File: config.mk
export PLATFORM = sky130hd
export DESIGN_NAME = rx_trig_fifo
export DESIGN_NICKNAME = d
export VERILOG_FILES = /design/src/rtl/rtf_pkg.sv /design/src/rtl/rtf_store.sv /design/src/rtl/rtf_level.sv /design/src/rtl/rtf_flag.sv /design/src/rtl/rx_trig_fifo.sv
export SDC_FILE = /design/constraint.sdc
export NUM_CORES = 1
export LEC_CHECK = 0
export ABC_AREA = 1
export BUFFER_PORTS_ARGS = -buffer_cell sky130_fd_sc_hd__buf_2
export CORE_MARGIN = 4
export CORE_UTILIZATION = 45
export DETAILED_ROUTE_END_ITERATION = 8
export GPL_TIMING_DRIVEN = 0
export MAX_ROUTING_LAYER = met4
export SETUP_SLACK_MARGIN = 0.2
export SYNTH_ARGS = -nofsm -noshare
export SYNTH_HDL_FRONTEND = slang
export SYNTH_SLANG_ARGS = --single-unit
File: constraint.sdc
create_clock -name clk -period 2.45 [get_ports clk]
set_clock_uncertainty 0.1 [all_clocks]
set_input_delay 0.245 -clock clk [delete_from_list [all_inputs] [get_ports clk]]
set_output_delay 0.245 -clock clk [all_outputs]
set_load 0.01 [all_outputs]
File: src/rtl/rtf_pkg.sv
package rtf_pkg;
  typedef enum logic [1:0] {
    THR_A = 2'd0,
    THR_B = 2'd1,
    THR_C = 2'd2,
    THR_D = 2'd3
  } thr_sel_e;
endpackage

File: src/rtl/rtf_store.sv
module rtf_store #(
  parameter int DEPTH = 16,
  parameter int W     = 8
) (
  input  logic         clk,
  input  logic         rst_n,
  input  logic         clr,
  input  logic         do_push,
  input  logic         do_pop,
  input  logic         empty,
  input  logic [W-1:0] wr_data,
  output logic [W-1:0] rd_data
);
  localparam int AW = (DEPTH > 1) ? $clog2(DEPTH) : 1;
  localparam logic [AW-1:0] LAST = AW'(DEPTH - 1);

  logic [W-1:0]  mem [DEPTH];
  logic [AW-1:0] wr_ptr, rd_ptr;
  logic [W-1:0]  last_q;

  function automatic logic [AW-1:0] bump(input logic [AW-1:0] p);
    return (p == LAST) ? '0 : p + 1'b1;
  endfunction

  always_ff @(posedge clk) begin
    if (do_push) mem[wr_ptr] <= wr_data;
  end

  always_ff @(posedge clk or negedge rst_n) begin
    if (!rst_n) begin
      wr_ptr <= '0;
      rd_ptr <= '0;
      last_q <= '0;
    end else if (clr) begin
      wr_ptr <= '0;
      rd_ptr <= '0;
    end else begin
      if (do_push) wr_ptr <= bump(wr_ptr);
      if (do_pop) begin
        rd_ptr <= bump(rd_ptr);
        last_q <= mem[rd_ptr];
      end
    end
  end

  assign rd_data = empty ? last_q : mem[rd_ptr];
endmodule

File: src/rtl/rtf_level.sv
module rtf_level
  import rtf_pkg::*;
#(
  parameter int DEPTH = 16,
  parameter int LVL_A = 1,
  parameter int LVL_B = 4,
  parameter int LVL_C = 8,
  parameter int LVL_D = 14,
  localparam int CW   = $clog2(DEPTH + 1)
) (
  input  logic          clk,
  input  logic          rst_n,
  input  logic          clr,
  input  logic          do_push,
  input  logic          do_pop,
  input  logic [1:0]    thr_sel,
  output logic [CW-1:0] occ,
  output logic          hit
);
  logic [CW-1:0] occ_q;
  logic [CW-1:0] thr;

  always_ff @(posedge clk or negedge rst_n) begin
    if (!rst_n)                 occ_q <= '0;
    else if (clr)               occ_q <= '0;
    else if (do_push && !do_pop) occ_q <= occ_q + 1'b1;
    else if (do_pop && !do_push) occ_q <= occ_q - 1'b1;
  end

  always_comb begin
    unique case (thr_sel_e'(thr_sel))
      THR_A:   thr = CW'(LVL_A);
      THR_B:   thr = CW'(LVL_B);
      THR_C:   thr = CW'(LVL_C);
      default: thr = CW'(LVL_D);
    endcase
  end

  assign occ = occ_q;
  assign hit = (occ_q >= thr);
endmodule

File: src/rtl/rtf_flag.sv
module rtf_flag (
  input  logic clk,
  input  logic rst_n,
  input  logic hit,
  input  logic rd_stb,
  input  logic wr_en,
  input  logic wr_val,
  output logic flag
);
  logic flag_q, armed_q, clr_ok;

  assign clr_ok = wr_en && !wr_val && armed_q;

  always_ff @(posedge clk or negedge rst_n) begin
    if (!rst_n) begin
      flag_q  <= 1'b0;
      armed_q <= 1'b0;
    end else begin
      flag_q <= clr_ok ? 1'b0 : (flag_q | hit);
      if (wr_en)                armed_q <= 1'b0;
      else if (rd_stb && flag_q) armed_q <= 1'b1;
    end
  end

  assign flag = flag_q;
endmodule

File: src/rtl/rx_trig_fifo.sv
module rx_trig_fifo #(
  parameter int DEPTH   = 16,
  parameter int W       = 8,
  parameter int COUNT_W = 8,
  parameter int LVL_A   = 1,
  parameter int LVL_B   = 4,
  parameter int LVL_C   = 8,
  parameter int LVL_D   = 14
) (
  input  logic               clk,
  input  logic               rst_n,
  input  logic               in_valid,
  output logic               in_ready,
  input  logic [W-1:0]       in_data,
  output logic               out_valid,
  input  logic               out_ready,
  output logic [W-1:0]       out_data,
  input  logic               fifo_clr,
  input  logic [1:0]         trig_sel,
  output logic [COUNT_W-1:0] count,
  output logic               rdy_flag,
  input  logic               flag_rd,
  input  logic               flag_wr_en,
  input  logic               flag_wr_val,
  output logic               rx_req,
  output logic               ovr_pulse
);
  localparam int CW = $clog2(DEPTH + 1);
  localparam logic [CW-1:0] FULL_C = CW'(DEPTH);

  logic [CW-1:0] occ;
  logic hit, full, empty, do_push, do_pop, ovr_q;

  assign full    = (occ == FULL_C);
  assign empty   = (occ == '0);
  assign do_push = in_valid && !full && !fifo_clr;
  assign do_pop  = out_ready && !empty && !fifo_clr;

  rtf_store #(.DEPTH(DEPTH), .W(W)) u_store (
    .clk(clk), .rst_n(rst_n), .clr(fifo_clr),
    .do_push(do_push), .do_pop(do_pop), .empty(empty),
    .wr_data(in_data), .rd_data(out_data)
  );

  rtf_level #(.DEPTH(DEPTH), .LVL_A(LVL_A), .LVL_B(LVL_B),
              .LVL_C(LVL_C), .LVL_D(LVL_D)) u_level (
    .clk(clk), .rst_n(rst_n), .clr(fifo_clr),
    .do_push(do_push), .do_pop(do_pop), .thr_sel(trig_sel),
    .occ(occ), .hit(hit)
  );

  rtf_flag u_flag (
    .clk(clk), .rst_n(rst_n), .hit(hit), .rd_stb(flag_rd),
    .wr_en(flag_wr_en), .wr_val(flag_wr_val), .flag(rdy_flag)
  );

  always_ff @(posedge clk or negedge rst_n) begin
    if (!rst_n) ovr_q <= 1'b0;
    else        ovr_q <= in_valid && full && !fifo_clr;
  end

  assign in_ready  = !full;
  assign out_valid = !empty;
  assign count     = COUNT_W'(occ);
  assign rx_req    = rdy_flag;
  assign ovr_pulse = ovr_q;
endmodule

# After elaboration in Yosys (flattened, before gate mapping)
# Memory sizes are Yosys's and may differ from the RTL's.
# Cells that the tools add are included.
# classes
addsub	4
n_lt_le_gt_ge	1
n_eq_ne	5
muxes	16
n_bitwise	2
reduce_logical	24
# op_table
cell	count
4-bit 2-to-1 mux	6
5-bit 2-to-1 mux	3
4-bit case mux with 3 select lines	1
1-bit logical AND	11
4-bit by 1-bit adder with 4-bit output, second input constant	2
4-bit equality test, second input constant	2
8-bit 2-to-1 mux	1
1-bit zero test	6
2-bit nonzero test	3
5-bit by 1-bit adder with 5-bit output, second input constant	1
5-bit equality test, second input constant	1
5-bit by 4-bit greater-or-equal comparator with 1-bit output	1
5-bit zero test	1
1-bit 2-to-1 mux	5
5-bit by 1-bit subtractor with 5-bit output, second input constant	1
3-bit nonzero test	1
2-bit by 1-bit equality test with 1-bit output, second input constant	1
2-bit equality test, second input constant	1
2-bit zero test	1
2-bit AND reduction	1
1-bit inverter	1
1-bit bitwise OR	1
# word_totals
ff_bits	24
mem_bits_rw	128
in_bits	18
wordCells	60
memories	1
# mem_list
name	depth	word_bits	read_ports	rd_ports_with_merged_regs	wr	line	source
u_store.mem	16	8	1	0	1	rtf_store.sv:17	logic [W-1:0] mem [DEPTH];

# Longest topological paths before layout
# Gate-level depths: netlist of the first run.
# depth
ltp_word	9
mapped_depth	15
mapped_depth_nobuf	15

# By module
# From an unflattened synthesis of the first run, not the netlist that was laid out.
# unflattened
hier_cells	736
hier_area_um2	7005.5
# modules_own_cells
module	instances	cells_each	area_per_inst_um2	seq_area_each_um2
rtf_store	1	634	6271.0	4244.1
rtf_level	1	71	505.5	125.1
rx_trig_fifo	1	22	151.4	25.0
rtf_flag	1	9	77.6	50.0

# Least setup slack after synthesis of the first run
# Ideal clock, no wire load.
# synth_timing
path_kind	reg2reg
from	reg u_level.occ_q[0], in the netlist u_level.occ[0]
to	reg u_level.occ_q[4], in the netlist u_level.occ[4]
setup_time_ns	0.116
t_arrival_ns	1.913
setup_slack_ns	0.321
path_stages_with_launch	15
synth_period_minus_slack_ns	2.129
path_cell_list	dfrtp_1 > nor2_2 > nand3_2 > nand2_4 > inv_6 > nand2_4 > ha_1 > a21oi_1 > nand3_1 > nand2_1 > inv_1 > nand2_1 > nand2_1 > nand2_1 > nand2_1
# synth_rtl
element	line	source
start, declared	rtf_level.sv:20	logic [CW-1:0] occ_q;
start signal, assigned	rtf_level.sv:26	else if (do_push && !do_pop) occ_q <= occ_q + 1'b1;
start signal, assigned	rtf_level.sv:27	else if (do_pop && !do_push) occ_q <= occ_q - 1'b1;
5-bit equality test *	rx_trig_fifo.sv:34	assign full = (occ == FULL_C);
1-bit zero test *	--	
net in_ready	rx_trig_fifo.sv:13	output logic in_ready,
1-bit logical AND * (2 in a row)	rx_trig_fifo.sv:36	assign do_push = in_valid && !full && !fifo_clr;
1-bit logical AND / 1-bit zero test (equally long branches)	rtf_level.sv:26, rtf_level.sv:27	
5-bit 2-to-1 mux / 1-bit logical AND (equally long branches)	rtf_level.sv:26, rtf_level.sv:27	
5-bit 2-to-1 mux / 3-bit nonzero test (equally long branches)	--	
# The timed path passes the listed nets; every way through them passes the cells marked *. The select of a mux whose other input is x is not followed.
# A chain may end at the register's enable or synchronous reset.

# Worst setup path in the final report of the first run
# layout_timing
from	reg u_store.rd_ptr[0]
to	out out_data[2]
# layout_between
elab_chain_len	2
# layout_lines
element	line	source
start, declared	rtf_store.sv:18	logic [AW-1:0] wr_ptr, rd_ptr;
start signal, assigned	rtf_store.sv:40	rd_ptr <= bump(rd_ptr);
memory 16 x 8 bit	--	
8-bit 2-to-1 mux	rtf_store.sv:46	assign rd_data = empty ? last_q : mem[rd_ptr];
end, declared	rx_trig_fifo.sv:17	output logic [W-1:0] out_data,
# Every way passes these cells.

==> results of run 1 <==
[layout make-up]
| type | instances | area share [%] |
|---|---|---|
| plain buffers | 30 | 3.256 |
| clock buffers | 18 | 5.267 |
| clock inverters | 14 | 1.643 |
| inverters | 26 | 1.413 |
| multi-input cells | 433 | 26.84 |
| flip-flops and latches | 152 | 54.59 |
| well taps | 184 | 2.826 |
| repair buffers | 52 | 4.162 |
[synth_stat cells (all sizes together)]
cell and number:
buf 27, conb 1, clkinv 2, nand2 177, clkbuf 3, a21oi 22
ha 13, dfrtp 24, nor2 101, fa 1, edfxtp 128, o21ai 43
o22ai 3, xor2 1, nor3 7, nand3 59, xnor2 3, inv 24
[timing repair]
item                       CTS  global route
setup endpoints to repair   25            98
cloned                       0             1
setup buffers                8             2
hold endpoints to repair    27             0
resized for setup           54            23
pin swaps                   16            21
hold buffers                 6             0
[sequential cells by signal (all words and copies together) (netlist names)]
name / count
ovr_pulse: 1
u_flag.armed_q: 1
u_flag.flag: 1
u_level.occ: 5
u_store.last_q: 8
u_store.mem: 128
u_store.rd_ptr: 4
u_store.wr_ptr: 4
[worst max path at each step]
stage                            from           endpoint  slack [ps]
floorplan              u_level.occ[0]     u_level.occ[4]         320
global placement       u_level.occ[0]     u_level.occ[4]         170
detailed placement     u_level.occ[0]  u_store.mem[3][7]         140
CTS                 u_store.rd_ptr[0]        out_data[4]         110
global route        u_store.rd_ptr[0]        out_data[4]          -4
finish              u_store.rd_ptr[0]        out_data[2]         100
[stage by stage]
stage / cells / total power, mW / instance area [um^2] / TNS [ps] / util (%)
after detailed placement: 860 / 5.116 / 7208 / 0 / 49.22
final: 909 / 7.808 / 8148 / 0 / 55.64
after floorplan: 641 / 4.461 / 6803 / 0 / -
after global routing: 909 / 8.205 / 8148 / -4.441 / 55.64
after global placement: 860 / 5.082 / 7208 / 0 / 49.22
after CTS: 906 / 7.722 / 8021 / 0 / 54.78
[where the power goes]
part,internal [mW],switching [mW]
Sequential,2.96,0.150
Combinational,0.854,1.36
Clock,1.48,1.00
[worst reg2reg max path: stages, from the launching register on]
cell and delay [ps]:
dfrtp_2 470, nor2_4 170, nand3_2 130, nand3_2 150, nand2_4 110, fa_1 420, nand3_1 130, nand3_1 80
nand2_1 90, inv_1 40, nand2_1 50, nand2_1 50, nand2_1 60, nand2_1 40
[routing by layer]
metal,track usage (%),vias to the layer above
met3,4.390,28
met1,25.56,2329
met2,33.83,119
met5,-,-
li1,-,2312
met4,7.502,0
[cells by family after synthesis]
kind of cell	after synthesis	share of synthesized area (%)
adder cells (fa/ha/maj)	14	2.688
AND/OR/NAND/NOR	344	21.21
flip-flops	152	65.40
buffers and inverters	56	4.953
other	1	0.05519
AO/OA/AOI/OAI	68	5.174
XOR/XNOR	4	0.5157
==> impl_metrics.yaml, run 1 <==
clock_network:
  clkSinkCount: 152
  htree_levels: 4
  cts_tree: "yes"
  clk_pin_slew_worst_paths_ps: 60
  ctsRootBufferMaster: "clkbuf_16"
  clk_latency_ps: 410
  cts_buffers: 17
  clock_path_buffers: 2
floorplanning:
  fp-row-count: 44
  die_y_um: 130.9
  io_pins: 39
  core_mm2: 0.01464
  start_util_pct: 46.40
  dieArea_mm2: 0.01713
  die_w_um: 130.9
grt:
  grt_start_max_net_pins: 25
  grt_pass1_wl_mm: 25.28
  grt_use_total_pct: 20.70
  overflow: 0
  antenna_found_initial: 0
  grt_pass1_vias: 4753
setup_path:
  crit_family: "buffers and inverters"
  endpoint_kind: "output port"
  critPathKind: "reg2out"
  required_ps: 2110
  rrSetupSlack_ps: 250
  critPathBufInv: 4
  r2r-start: "u_level.occ[2]"
  reg2reg_depth: 13
  cp_num_cells: 10
  crit_chain: "inv_2, buf_8, clkbuf_16, o21ai_0, nand3_1, nand2_1, nand2_2, nand2_1, nand2_1, buf_2"
  r2r-end: "u_level.occ[4]"
  cp_slowest_stage_delay_ps: 400
  crit_path_max_fanout: 7
  crit_top_cell: "nand2_1"
  worstPathArrival_ps: 2010
  cp_slowest_cell: "dfrtp_1"
  startpoint_type: "flop"
sta:
  fin_crit_sh_pct: 96.08
  rsz0062_at_grt: "true"
  slew_violations: 0
  setup_ws_ps: 96.05
  period_needed_ps: 2354
  max_freq_mhz: 424.8
  max_slew_margin_pct: 48.39
  hold_viol: 0
  timing.hold.ws_ps: 118.7
  finalSetupViolCount: 0
  max_slew.worst_pin.slew_ps: 771.3
drt:
  avgRoutedWirePerCell_um: 17.97
  drc: 0
  met2_length_mm: 8.148
  wl_mm: 16.34
  wl_met3_um: 756
  highest_layer: "met4"
  dr_total_vias: 4788
  postRouteAntennaNets: 0
  wirelength_met1_mm: 7.063
  drtIter0Drc: 445
  first_pass_iters: 5
  vias_per_cell: 5.267
hold_path:
  min-delay-start: "in_valid"
  hold_class: "in2reg"
  min_path_cells: 4
  min_to: "u_store.wr_ptr[2]"
final_layout:
  final_cell_mix: "nand2_1 (161), edfxtp_1 (128), nor2_1 (77)"
  num_antenna_cells: 0
  layout_commonest_cell: "nand2_1"
  ff_latch_area_mm2: 0.004448
  nFillCells: 1268
  multi_input_area_mm2: 0.002187
  layout.nets: 744
  drive_above_1_share_pct: 24.28
  area_growth_syn_to_layout_pct: 19.90
flow_run:
  drv_cap: 0
synthesis:
  synth_top_area_share_pct: 56.56
  syn_inst: 639
  ys_seq_area_share_pct: 65.40
  ys_ff_latch: 152
  synth_top_area_cell: "edfxtp_1"
  avgSynthCellArea_um2: 10.63
  yosys-top-cells-area: "edfxtp_1 (57%), nand2_1 (9.5%), dfrtp_1 (8.8%)"
  syn_area_mm2: 0.006795
  synth.distinct_cells: 30
  ys_warn_count: 0
placement:
  place_congestion: 0.8786
  dp_hpwl_mm: 11.36
  pre_cts_slack_ps: 138.4
  portBuffers: 35
run_status:
  status: "complete, no violations"
power_and_ir_drop:
  power.leakage_nw: 3.160
  powerDensity_mw_per_mm2: 958.3
  ir_drop_mv: 0.5127
Power figures use the tool's default switching activity.
==> run 2, diff against run 1 <==
==> constraint.sdc (replaced) <==
create_clock -name clk -period 3 [get_ports clk]
set_clock_uncertainty 0.1 [all_clocks]
set_input_delay 0.3 -clock clk [delete_from_list [all_inputs] [get_ports clk]]
set_output_delay 0.3 -clock clk [all_outputs]
set_load 0.01 [all_outputs]
==> run 2 against run 1 <==
Non-clock buffer count shrank 14. Flip-flop and latch count is the same. Count of clock-buffer cells in the layout is the same. Hold slack lost 90 ps. Die area is the same. First-iteration DRC count grew 14%. Cell count shrank 1.5%.
==> impl_metrics.yaml, run 2 (synthesized netlist as in run 1, its figures left out) <==
grt:
  grt_use_total_pct: 20.36
  overflow: 0
  grt_pass1_vias: 4674
  grt_start_max_net_pins: 25
  grt_pass1_wl_mm: 24.91
  antenna_found_initial: 0
sta:
  fin_crit_sh_pct: 84.88
  max_freq_mhz: 392.7
  max_slew.worst_pin.slew_ps: 1341
  hold_viol: 0
  setup-tns-final_ps: 0
  finalSetupViolCount: 0
  max_slew_margin_pct: 9.899
  slew_violations: 0
  rsz0062_at_grt: "false"
  period_needed_ps: 2546
placement:
  portBuffers: 35
  place_inst: 860
  dp_hpwl_mm: 11.36
  place_congestion: 0.8786
power_and_ir_drop:
  power.leakage_nw: 3.041
  ir_drop_mv: 0.4183
  power.total_mw: 6.161
  powerDensity_mw_per_mm2: 789.8
floorplanning:
  fp-row-count: 44
  io_pins: 39
  start_util_pct: 46.40
  die_w_um: 130.9
  dieArea_mm2: 0.01713
  die_y_um: 130.9
  core_mm2: 0.01464
final_layout:
  largest_reg_flops: 128
  layout.nets: 730
  area_growth_syn_to_layout_pct: 14.80
  layout_commonest_cell: "nand2_1"
  ff_latch_area_mm2: 0.004444
  final_cell_mix: "nand2_1 (172), edfxtp_1 (128), nor2_1 (93)"
  multi_input_area_mm2: 0.002022
  nFillCells: 1303
  drive_above_1_share_pct: 16.46
  fin_cells: 895
  num_antenna_cells: 0
  regMostFlops: "u_store.mem"
drt:
  dr_total_vias: 4775
  vias_per_cell: 5.335
  drtIter0Drc: 509
  postRouteAntennaNets: 0
  avgRoutedWirePerCell_um: 17.94
  drc: 0
  first_pass_iters: 5
  wl_mm: 16.06
setup_path:
  startpoint_type: "flop"
  endpoint_kind: "output port"
  worstPathArrival_ps: 2150
  r2r-start: "u_level.occ[0]"
  rrSetupSlack_ps: 610
  required_ps: 2600
  crit_path_max_fanout: 10
  critPathKind: "reg2out"
  r2r-end: "u_store.mem[3][7]"
  reg2reg_depth: 4
clock_network:
  clk_latency_ps: 420
  clkSinkCount: 152
  cts_resized: 0
  clock_path_buffers: 2
  clk_pin_slew_worst_paths_ps: 50
  ctsRootBufferMaster: "clkbuf_16"
  htree_levels: 4
  cts_buffers: 17
  cts_tree: "yes"
hold_path:
  min_path_cells: 3
  hold_class: "in2reg"
  min_to: "u_flag.armed_q"
  min-delay-start: "flag_rd"
flow_run:
  drv_cap: 0
run_status:
  status: "complete, no violations"
[run 2: how the worst max path moves through the flow]
| stage | end | slack, ps | start |
|---|---|---|---|
| global route | out_data[2] | 300 | u_store.rd_ptr[2] |
| global placement | u_level.occ[4] | 720 | u_level.occ[0] |
| CTS | out_data[2] | 450 | u_store.rd_ptr[1] |
| detailed placement | u_store.mem[3][7] | 690 | u_level.occ[0] |
| finish | out_data[2] | 450 | u_store.rd_ptr[2] |
| floorplan | u_level.occ[4] | 870 | u_level.occ[0] |
[run 2: worst max-delay path, stage by stage, from the launching register on]
cell and delay (ps):
dfrtp_1 390, inv_2 190, clkbuf_1 460, nand3_1 250, nand2_1 110, nand2_1 90, nand2_1 70, nand2_1 40
buf_2 130
[run 2: final cells by class]
type                            instances  share of cell area [%]
Sequential cell                       152                   56.97
Buffer                                 30                   2.935
Clock inverter                         14                   1.716
Timing Repair Buffer                   38                   2.630
Multi-Input combinational cell        433                   25.92
Inverter                               26                   1.379
Clock buffer                           18                   5.501
Tap cell                              184                   2.951
[run 2: where the power goes]
part	internal [mW]	total, mW	leakage, nW	switching (mW)
Combinational	0.572	1.61	1.31	1.04
Clock	1.21	2.03	0.271	0.816
Sequential	2.42	2.53	1.46	0.110
[run 2: repair_timing]
item | in CTS | in global routing
buffers inserted | 0 | 0
endpoints found under the hold margin | 26 | 0
setup endpoints to repair | 0 | 0
hold buffers | 3 | 0
[run 2: per-layer routing]
layer | vias to the layer above | routed length, um | global-route usage [%]
met5 | - | 0 | -
li1 | 2281 | - | -
met3 | 30 | 982 | 4.593
met2 | 155 | 7970 | 32.99
met1 | 2309 | 6817 | 25.31
met4 | 0 | 287 | 7.199
[run 2: stage by stage]
step / setup WS (ps) / utilization (%) / cell area (um^2) / hold WS [ps]
after floorplan: 870.6 / - / 6803 / -95.59
after detailed placement: 688.4 / 49.22 / 7208 / 227.9
after global placement: 718.9 / 49.22 / 7208 / 217.5
after CTS: 450.6 / 53.27 / 7801 / 13.37
final: 453.7 / 53.27 / 7801 / 28.38
after global routing: 303.0 / 53.27 / 7801 / 22.00
